**src/rtl/arb_pkg.sv**
```systemverilog
// Package: shared policy encodings for the bus arbiter.
// Assumes: the top module maps its single-bit mode inputs onto these types.
package arb_pkg;

    // How a winner is chosen among eligible requesters
    typedef enum logic {
        ALLOC_FIXED  = 1'b0,
        ALLOC_ROTATE = 1'b1
    } alloc_e;

    // When the current owner gives up the bus
    typedef enum logic {
        REL_PER_TXN   = 1'b0,
        REL_ON_DEMAND = 1'b1
    } release_e;

endpackage

```
**src/rtl/arb_wait_track.sv**
```systemverilog
// Module: arb_wait_track
// Counts, for each master, the consecutive cycles its request has waited
// without a grant. It flags the master as urgent once the count reaches a
// nonzero limit.
// Assumes: gnt_i is the arbiter's registered grant vector; a limit of 0
// disables the urgency flags.
module arb_wait_track #(
    parameter int N  = 4,
    parameter int CW = 4
) (
    input  logic          clk,
    input  logic          rst_n,
    input  logic [N-1:0]  req_i,
    input  logic [N-1:0]  gnt_i,
    input  logic [CW-1:0] limit_i,
    output logic [N-1:0]  urgent_o
);

    localparam logic [CW-1:0] CNT_MAX = {CW{1'b1}};

    for (genvar g = 0; g < N; g++) begin : g_cnt
        logic [CW-1:0] wait_q;

        // Count waiting cycles; clear on grant or withdrawn request, saturate
        always_ff @(posedge clk) begin
            if (!rst_n) begin
                wait_q <= '0;
            end else if (!req_i[g] || gnt_i[g]) begin
                wait_q <= '0;
            end else if (wait_q != CNT_MAX) begin
                wait_q <= wait_q + 1'b1;
            end
        end

        // Flag the master once its wait reaches the enabled limit
        always_comb begin
            urgent_o[g] = req_i[g] && (limit_i != '0) && (wait_q >= limit_i);
        end
    end

endmodule

```
**src/rtl/arb_select.sv**
```systemverilog
// Module: arb_select
// Combinational winner selection. Urgent masters come first (lowest index).
// Otherwise the candidates are picked by fixed priority (index 0 highest) or
// by a rotating search that starts at the pointer.
// Assumes: N >= 2; excl_idx_i names the master released last, which is
// dropped from the candidates unless it is the only requester.
module arb_select
    import arb_pkg::*;
#(
    parameter int N  = 4,
    parameter int IW = (N > 1) ? $clog2(N) : 1
) (
    input  logic [N-1:0]  req_i,
    input  logic [N-1:0]  urgent_i,
    input  logic          excl_vld_i,
    input  logic [IW-1:0] excl_idx_i,
    input  logic [IW-1:0] ptr_i,
    input  alloc_e        alloc_i,
    output logic          win_vld_o,
    output logic [IW-1:0] win_idx_o
);

    localparam logic [N-1:0] ONE = {{(N-1){1'b0}}, 1'b1};

    logic [N-1:0] excl_oh;
    logic [N-1:0] cand;
    logic [IW-1:0] fixed_idx;
    logic [IW-1:0] rot_idx;
    logic [IW-1:0] urg_idx;

    // Build the candidate set with the last owner set aside when others wait
    always_comb begin
        excl_oh = excl_vld_i ? (ONE << excl_idx_i) : '0;
        cand    = req_i;
        if ((req_i & ~excl_oh) != '0) begin
            cand = req_i & ~excl_oh;
        end
    end

    // Lowest-indexed candidate for fixed priority
    always_comb begin
        fixed_idx = '0;
        for (int i = N - 1; i >= 0; i--) begin
            if (cand[i]) fixed_idx = IW'(i);
        end
    end

    // First candidate at or above the pointer, wrapping, for rotating priority
    always_comb begin
        rot_idx = '0;
        for (int k = N - 1; k >= 0; k--) begin
            int pos;
            pos = int'(ptr_i) + k;
            if (pos >= N) pos = pos - N;
            if (cand[pos]) rot_idx = IW'(pos);
        end
    end

    // Lowest-indexed urgent master overrides either policy
    always_comb begin
        urg_idx = '0;
        for (int i = N - 1; i >= 0; i--) begin
            if (urgent_i[i]) urg_idx = IW'(i);
        end
    end

    // Final choice
    always_comb begin
        win_vld_o = |cand;
        if (urgent_i != '0) begin
            win_idx_o = urg_idx;
        end else if (alloc_i == ALLOC_ROTATE) begin
            win_idx_o = rot_idx;
        end else begin
            win_idx_o = fixed_idx;
        end
    end

endmodule

```
**src/rtl/arb_owner.sv**
```systemverilog
// Module: arb_owner
// Holds the current owner of the bus, decides when it must release, records
// the released master and advances the rotation pointer on each grant.
// Assumes: a release and a new grant never fall on the same edge, so every
// handover passes through one cycle without an owner.
module arb_owner
    import arb_pkg::*;
#(
    parameter int N  = 4,
    parameter int IW = (N > 1) ? $clog2(N) : 1
) (
    input  logic          clk,
    input  logic          rst_n,
    input  logic [N-1:0]  req_i,
    input  logic [N-1:0]  done_i,
    input  logic [N-1:0]  urgent_i,
    input  logic          preempt_i,
    input  release_e      release_i,
    input  logic          win_vld_i,
    input  logic [IW-1:0] win_idx_i,
    output logic [N-1:0]  gnt_o,
    output logic          excl_vld_o,
    output logic [IW-1:0] excl_idx_o,
    output logic [IW-1:0] ptr_o
);

    localparam logic [N-1:0]  ONE     = {{(N-1){1'b0}}, 1'b1};
    localparam logic [IW-1:0] LAST_IX = IW'(N - 1);

    logic          own_vld_q;
    logic [IW-1:0] own_idx_q;
    logic          last_vld_q;
    logic [IW-1:0] last_idx_q;
    logic [IW-1:0] ptr_q;
    logic [N-1:0]  own_oh;
    logic          others_req;
    logic          owner_done;
    logic          release_now;

    // Decode the owner and evaluate every reason to give up the bus
    always_comb begin
        own_oh      = own_vld_q ? (ONE << own_idx_q) : '0;
        others_req  = (req_i & ~own_oh) != '0;
        owner_done  = (done_i & own_oh) != '0;
        release_now = own_vld_q && (
                          preempt_i
                       || ((req_i & own_oh) == '0)
                       || ((urgent_i & ~own_oh) != '0)
                       || (owner_done && (release_i == REL_PER_TXN || others_req)));
    end

    // Ownership, last-released record and rotation pointer
    always_ff @(posedge clk) begin
        if (!rst_n) begin
            own_vld_q  <= 1'b0;
            own_idx_q  <= '0;
            last_vld_q <= 1'b0;
            last_idx_q <= '0;
            ptr_q      <= '0;
        end else if (release_now) begin
            own_vld_q  <= 1'b0;
            last_vld_q <= 1'b1;
            last_idx_q <= own_idx_q;
        end else if (!own_vld_q && win_vld_i) begin
            own_vld_q  <= 1'b1;
            own_idx_q  <= win_idx_i;
            last_vld_q <= 1'b0;
            ptr_q      <= (win_idx_i == LAST_IX) ? '0 : win_idx_i + 1'b1;
        end
    end

    // Drive outputs from registered state
    always_comb begin
        gnt_o      = own_oh;
        excl_vld_o = last_vld_q;
        excl_idx_o = last_idx_q;
        ptr_o      = ptr_q;
    end

endmodule

```
**src/rtl/bus_arbiter.sv**
```systemverilog
// Module: bus_arbiter (top)
// Central arbiter for N masters, each with a dedicated request and grant.
// Allocation (fixed or rotating) and release (per transaction or on demand)
// are chosen at run time. A preempt input and a per-master wait bound force
// the owner off the bus.
// Assumes: N >= 2; masters keep their request high for as long as they want
// the bus and pulse done for one cycle when a transaction ends.
module bus_arbiter
    import arb_pkg::*;
#(
    parameter int N  = 4,
    parameter int CW = 4
) (
    input  logic          clk,
    input  logic          rst_n,
    input  logic [N-1:0]  req_i,
    input  logic [N-1:0]  done_i,
    input  logic          preempt_i,
    input  logic          rotate_mode_i,
    input  logic          hold_mode_i,
    input  logic [CW-1:0] wait_limit_i,
    output logic [N-1:0]  gnt_o
);

    localparam int IW = (N > 1) ? $clog2(N) : 1;

    alloc_e        alloc_sel;
    release_e      release_sel;
    logic [N-1:0]  urgent;
    logic [N-1:0]  gnt;
    logic          excl_vld;
    logic [IW-1:0] excl_idx;
    logic [IW-1:0] ptr;
    logic          win_vld;
    logic [IW-1:0] win_idx;

    // Map the mode pins onto the policy types
    always_comb begin
        alloc_sel   = rotate_mode_i ? ALLOC_ROTATE : ALLOC_FIXED;
        release_sel = hold_mode_i ? REL_ON_DEMAND : REL_PER_TXN;
    end

    arb_wait_track #(.N(N), .CW(CW)) u_wait (
        .clk      (clk),
        .rst_n    (rst_n),
        .req_i    (req_i),
        .gnt_i    (gnt),
        .limit_i  (wait_limit_i),
        .urgent_o (urgent)
    );

    arb_select #(.N(N), .IW(IW)) u_select (
        .req_i      (req_i),
        .urgent_i   (urgent),
        .excl_vld_i (excl_vld),
        .excl_idx_i (excl_idx),
        .ptr_i      (ptr),
        .alloc_i    (alloc_sel),
        .win_vld_o  (win_vld),
        .win_idx_o  (win_idx)
    );

    arb_owner #(.N(N), .IW(IW)) u_owner (
        .clk        (clk),
        .rst_n      (rst_n),
        .req_i      (req_i),
        .done_i     (done_i),
        .urgent_i   (urgent),
        .preempt_i  (preempt_i),
        .release_i  (release_sel),
        .win_vld_i  (win_vld),
        .win_idx_i  (win_idx),
        .gnt_o      (gnt),
        .excl_vld_o (excl_vld),
        .excl_idx_o (excl_idx),
        .ptr_o      (ptr)
    );

    // Grant output
    always_comb begin
        gnt_o = gnt;
    end

endmodule

```
**config.mk**
```make
export PLATFORM = sky130hd
export DESIGN_NAME = bus_arbiter
export DESIGN_NICKNAME = d
export VERILOG_FILES = /design/src/rtl/arb_pkg.sv /design/src/rtl/arb_wait_track.sv /design/src/rtl/arb_select.sv /design/src/rtl/arb_owner.sv /design/src/rtl/bus_arbiter.sv
export SDC_FILE = /design/constraint.sdc
export NUM_CORES = 1
export LEC_CHECK = 0
export BUFFER_PORTS_ARGS = -buffer_cell sky130_fd_sc_hd__buf_2
export CAP_MARGIN = 20
export CORE_UTILIZATION = 45
export CTS_CLUSTER_SIZE = 16
export DETAILED_ROUTE_END_ITERATION = 8
export GPL_TIMING_DRIVEN = 0
export PLACE_DENSITY = 0.7
export SETUP_SLACK_MARGIN = 0.05
export SLEW_MARGIN = 0
export SYNTH_ARGS = -nofsm -noshare
export SYNTH_HDL_FRONTEND = slang
export SYNTH_SLANG_ARGS = --single-unit
```
**constraint.sdc**
```tcl
create_clock -name clk -period 6.09 [get_ports clk]
set_input_delay 0.9135 -clock clk [delete_from_list [all_inputs] [get_ports clk]]
set_output_delay 0.9135 -clock clk [all_outputs]
set_load 0.1 [all_outputs]
```
==> flow_summary_export.csv <==
group,metric,value,unit
finish,post-route-util,51.77,%
detailed_routing,ant_nets,0,
setup_path,cp_cell_sequence,"buf_2 > ha_1 > nand2b_1 > a21oi_1 > nor2b_1 > o311ai_0 > a21bo_1 > inv_1 > ha_1 > mux2i_1 > nor2b_1",
power,ir_worst_vdd,0.1312,mV
setup_path,cp-end-kind,"register",
power,p_per_area,185.7,mW/mm^2
global_route,grt_pass1_wl,6603,um
timing,finalMaxSlewViolations,0,
clock_tree,cts_tree,"yes",
timing,worst_slack,3156,ps
detailed_routing,wl,3933,um
clock_tree,clkLatencyLatePin,260,ps
die,die_h,66.67,um
placement,io_buffers,17,
finish,design_area,0.002071,mm^2
clock_tree,clock_path_buffers,2,
yosys,synth_seq_cells,24,
timing,hold_viol,0,
setup_path,rrSetupSlack,3490,ps
placement,post-place-ws,2892,ps
power,p_leak,0.8851,nW
clock_tree,cts_sinks,24,
placement,dp_hpwl,3083,um
detailed_routing,first_iter_violations,100,
finish,drive_above_1_share,13.39,%
clock_tree,cts.repair.resized,0,
die,coreArea,0.004000,mm^2
die,die_width,66.67,um
timing,slew_headroom,49.89,%
setup_path,cp_data_arrival_time,3100,ps
timing,worstMarginPinSlew,742.3,ps
yosys,ys_top_cells_by_area,"dfxtp_1 (26%), ha_1 (14%), nor2_1 (5.4%)",
setup_path,path_max_fanout,5,
finish,nFillCells,396,
yosys,synth_cells,234,
placement,postPlaceCellArea,0.002029,mm^2
setup_path,worstSetupPathType,"input pin to register",
setup_path,cp-start-kind,"input pin",
yosys,yosysSeqAreaShare,25.53,%
finish,final_cells,304,
timing,final.period_utilization,48.18,%
global_route,grt_start_max_net_pins,13,
yosys,synth_top_area_share,25.53,%
yosys,synth-async-reset-ratio,0,%
clock_tree,cts_buffers,3,
yosys,yosysUniqueCellTypes,51,
yosys,netlist_top_cells_count,"nor2_1 (27), dfxtp_1 (24), ha_1 (21), nand2_1 (21), inv_1 (17)",
clock_tree,root_buffer,"clkbuf_8",
detailed_routing,num_vias,1718,
die,io_pins,21,
detailed_routing,viasPerCell,5.651,
yosys,syn_area_per_cell,8.042,um^2
placement,placed_cells,301,
global_route,grt_use_total,19.14,%
timing,max_freq,340.8,MHz
global_route,antenna_found_initial,0,
yosys,synth_edf_count,0,
detailed_routing,wl_per_cell,12.94,um
clock_tree,ctsHoldBuffers,0,
yosys,synth_warnings,0,
timing,layout_min_cycle_time,2934,ps
finish,nets,294,
yosys,synth_area,0.001882,mm^2
worst_hold_path,hp-class,"register to register",
setup_path,required,6250,ps
die,die_area,0.004444,mm^2
die,rows,23,
timing,rsz0062_at_grt,"false",
timing,setup_viol,0,
global_route,grt_pass1_vias,1512,
setup_path,cp_slowest_cell,"o311ai_0",
placement,globalplace.congestion,0.8165,
yosys,yosysTopAreaCell,"dfxtp_1",
finish,area_delta_synth_final,10.04,%
global_route,grt_overflow,0,
detailed_routing,drc_errors,0,
timing,fin_worst_skew,1.913,ps
yosys,syn_nets,272,
setup_path,cpPeakStageDelay,630,ps
clock_tree,postCtsSetupBuffers,0,
outcome,status,"finished, final reports clean",
yosys,synth.most_common_cell,"nor2_1",
timing,tns,0,ps
die,initial_core_util,47.04,%
clock_tree,cts.clk_slew.worst_paths,80,ps
detailed_routing,first_pass_iters,4,
finish,n_antenna_cell,0,
yosys,synth_ff_type,"dfxtp_1",
clock_tree,htree_levels,1,
run,max_cap_viol_count,0,
## per-stage QoR
stage                     hold slack (ps)  total power (W)
after floorplan                     449.7        0.0002711
after global placement              473.6        0.0002956
after detailed placement            482.5        0.0002971
after global routing                515.8        0.0004119
after CTS                           492.2        0.0003901
final                               492.2        0.0003845
## report_power, final
group | switching, W | internal [W] | total [W]
clock network | 0.0000468 | 0.0000442 | 0.0000910
logic | 0.0000699 | 0.0000463 | 0.000116
registers | 0.0000111 | 0.000166 | 0.000177
total | 0.000128 | 0.000257 | 0.000384
## worst paths after layout
path / endpoint / cells after the start / start
setup / recovery: u_owner.ptr_o[1] / 11 / wait_limit_i[0]
hold / removal: u_owner.excl_idx_o[1] / 2 / u_owner.excl_idx_o[1]
setup reg to reg: u_owner.ptr_o[1] / 11 / u_wait.g_cnt[0].wait_q[0]
hold reg to reg: u_owner.excl_idx_o[1] / 2 / u_owner.excl_idx_o[1]
## kinds of logic (layout without fill, tap and decap cells)
kind of cell	Yosys count	after routing	share of synthesized area [%]
flip-flops	24	24	25.53
AND/OR/NAND/NOR	94	94	24.73
buffers and inverters	28	48	6.250
XOR/XNOR	4	4	1.862
adder cells (fa/ha/maj)	21	21	13.96
AO/OA/AOI/OAI	55	55	22.07
multiplexers	8	8	5.585
## flip-flops by register name, indices dropped and copies added, names as in the netlist
signal               count
u_owner.excl_idx_o       2
u_owner.own_idx_q        2
u_owner.own_vld_q        1
u_owner.ptr_o            2
u_wait.g_cnt.wait_q     16
u_owner.excl_vld_o       1
## final cells by class
type                       count  area [um^2]  area share, %
sequential                    24        480.5          23.20
timing repair buffer          17        85.08          4.109
buffer                        10        50.05          2.417
clock buffer                   3        41.29          1.994
tap                           50        62.56          3.021
multi-input combinational    182         1284          61.99
inverter                      18        67.56          3.263
## placed cells by master, fill, tap and decap left out, types with 5 or more instances in the layout
cell	instances
clkbuf_1	5
nand3_1	10
o21ai_0	6
nor2_1	27
nor3b_1	8
buf_2	21
dfxtp_1	24
mux2i_1	6
ha_1	21
nor3_1	15
a21oi_1	6
inv_1	17
nand2_1	21
## critical path: cells and delay by family
kind | cells | cell delay (ps)
AO/OA/AOI/OAI | 3 | 1100
adder cells (fa/ha/maj) | 2 | 490
AND/OR/NAND/NOR | 3 | 260
buffers and inverters | 2 | 200
multiplexers | 1 | 130
## routing by layer
metal  vias up  track usage (%)  routed length (um)
li1        901                -                   -
met1       785            25.54                1967
met2        28            31.31                1755
met3         4            3.938                 172
met4         0            4.255                  38
met5         -                0                   0
No activity file was read; power rests on OpenSTA's default activity.
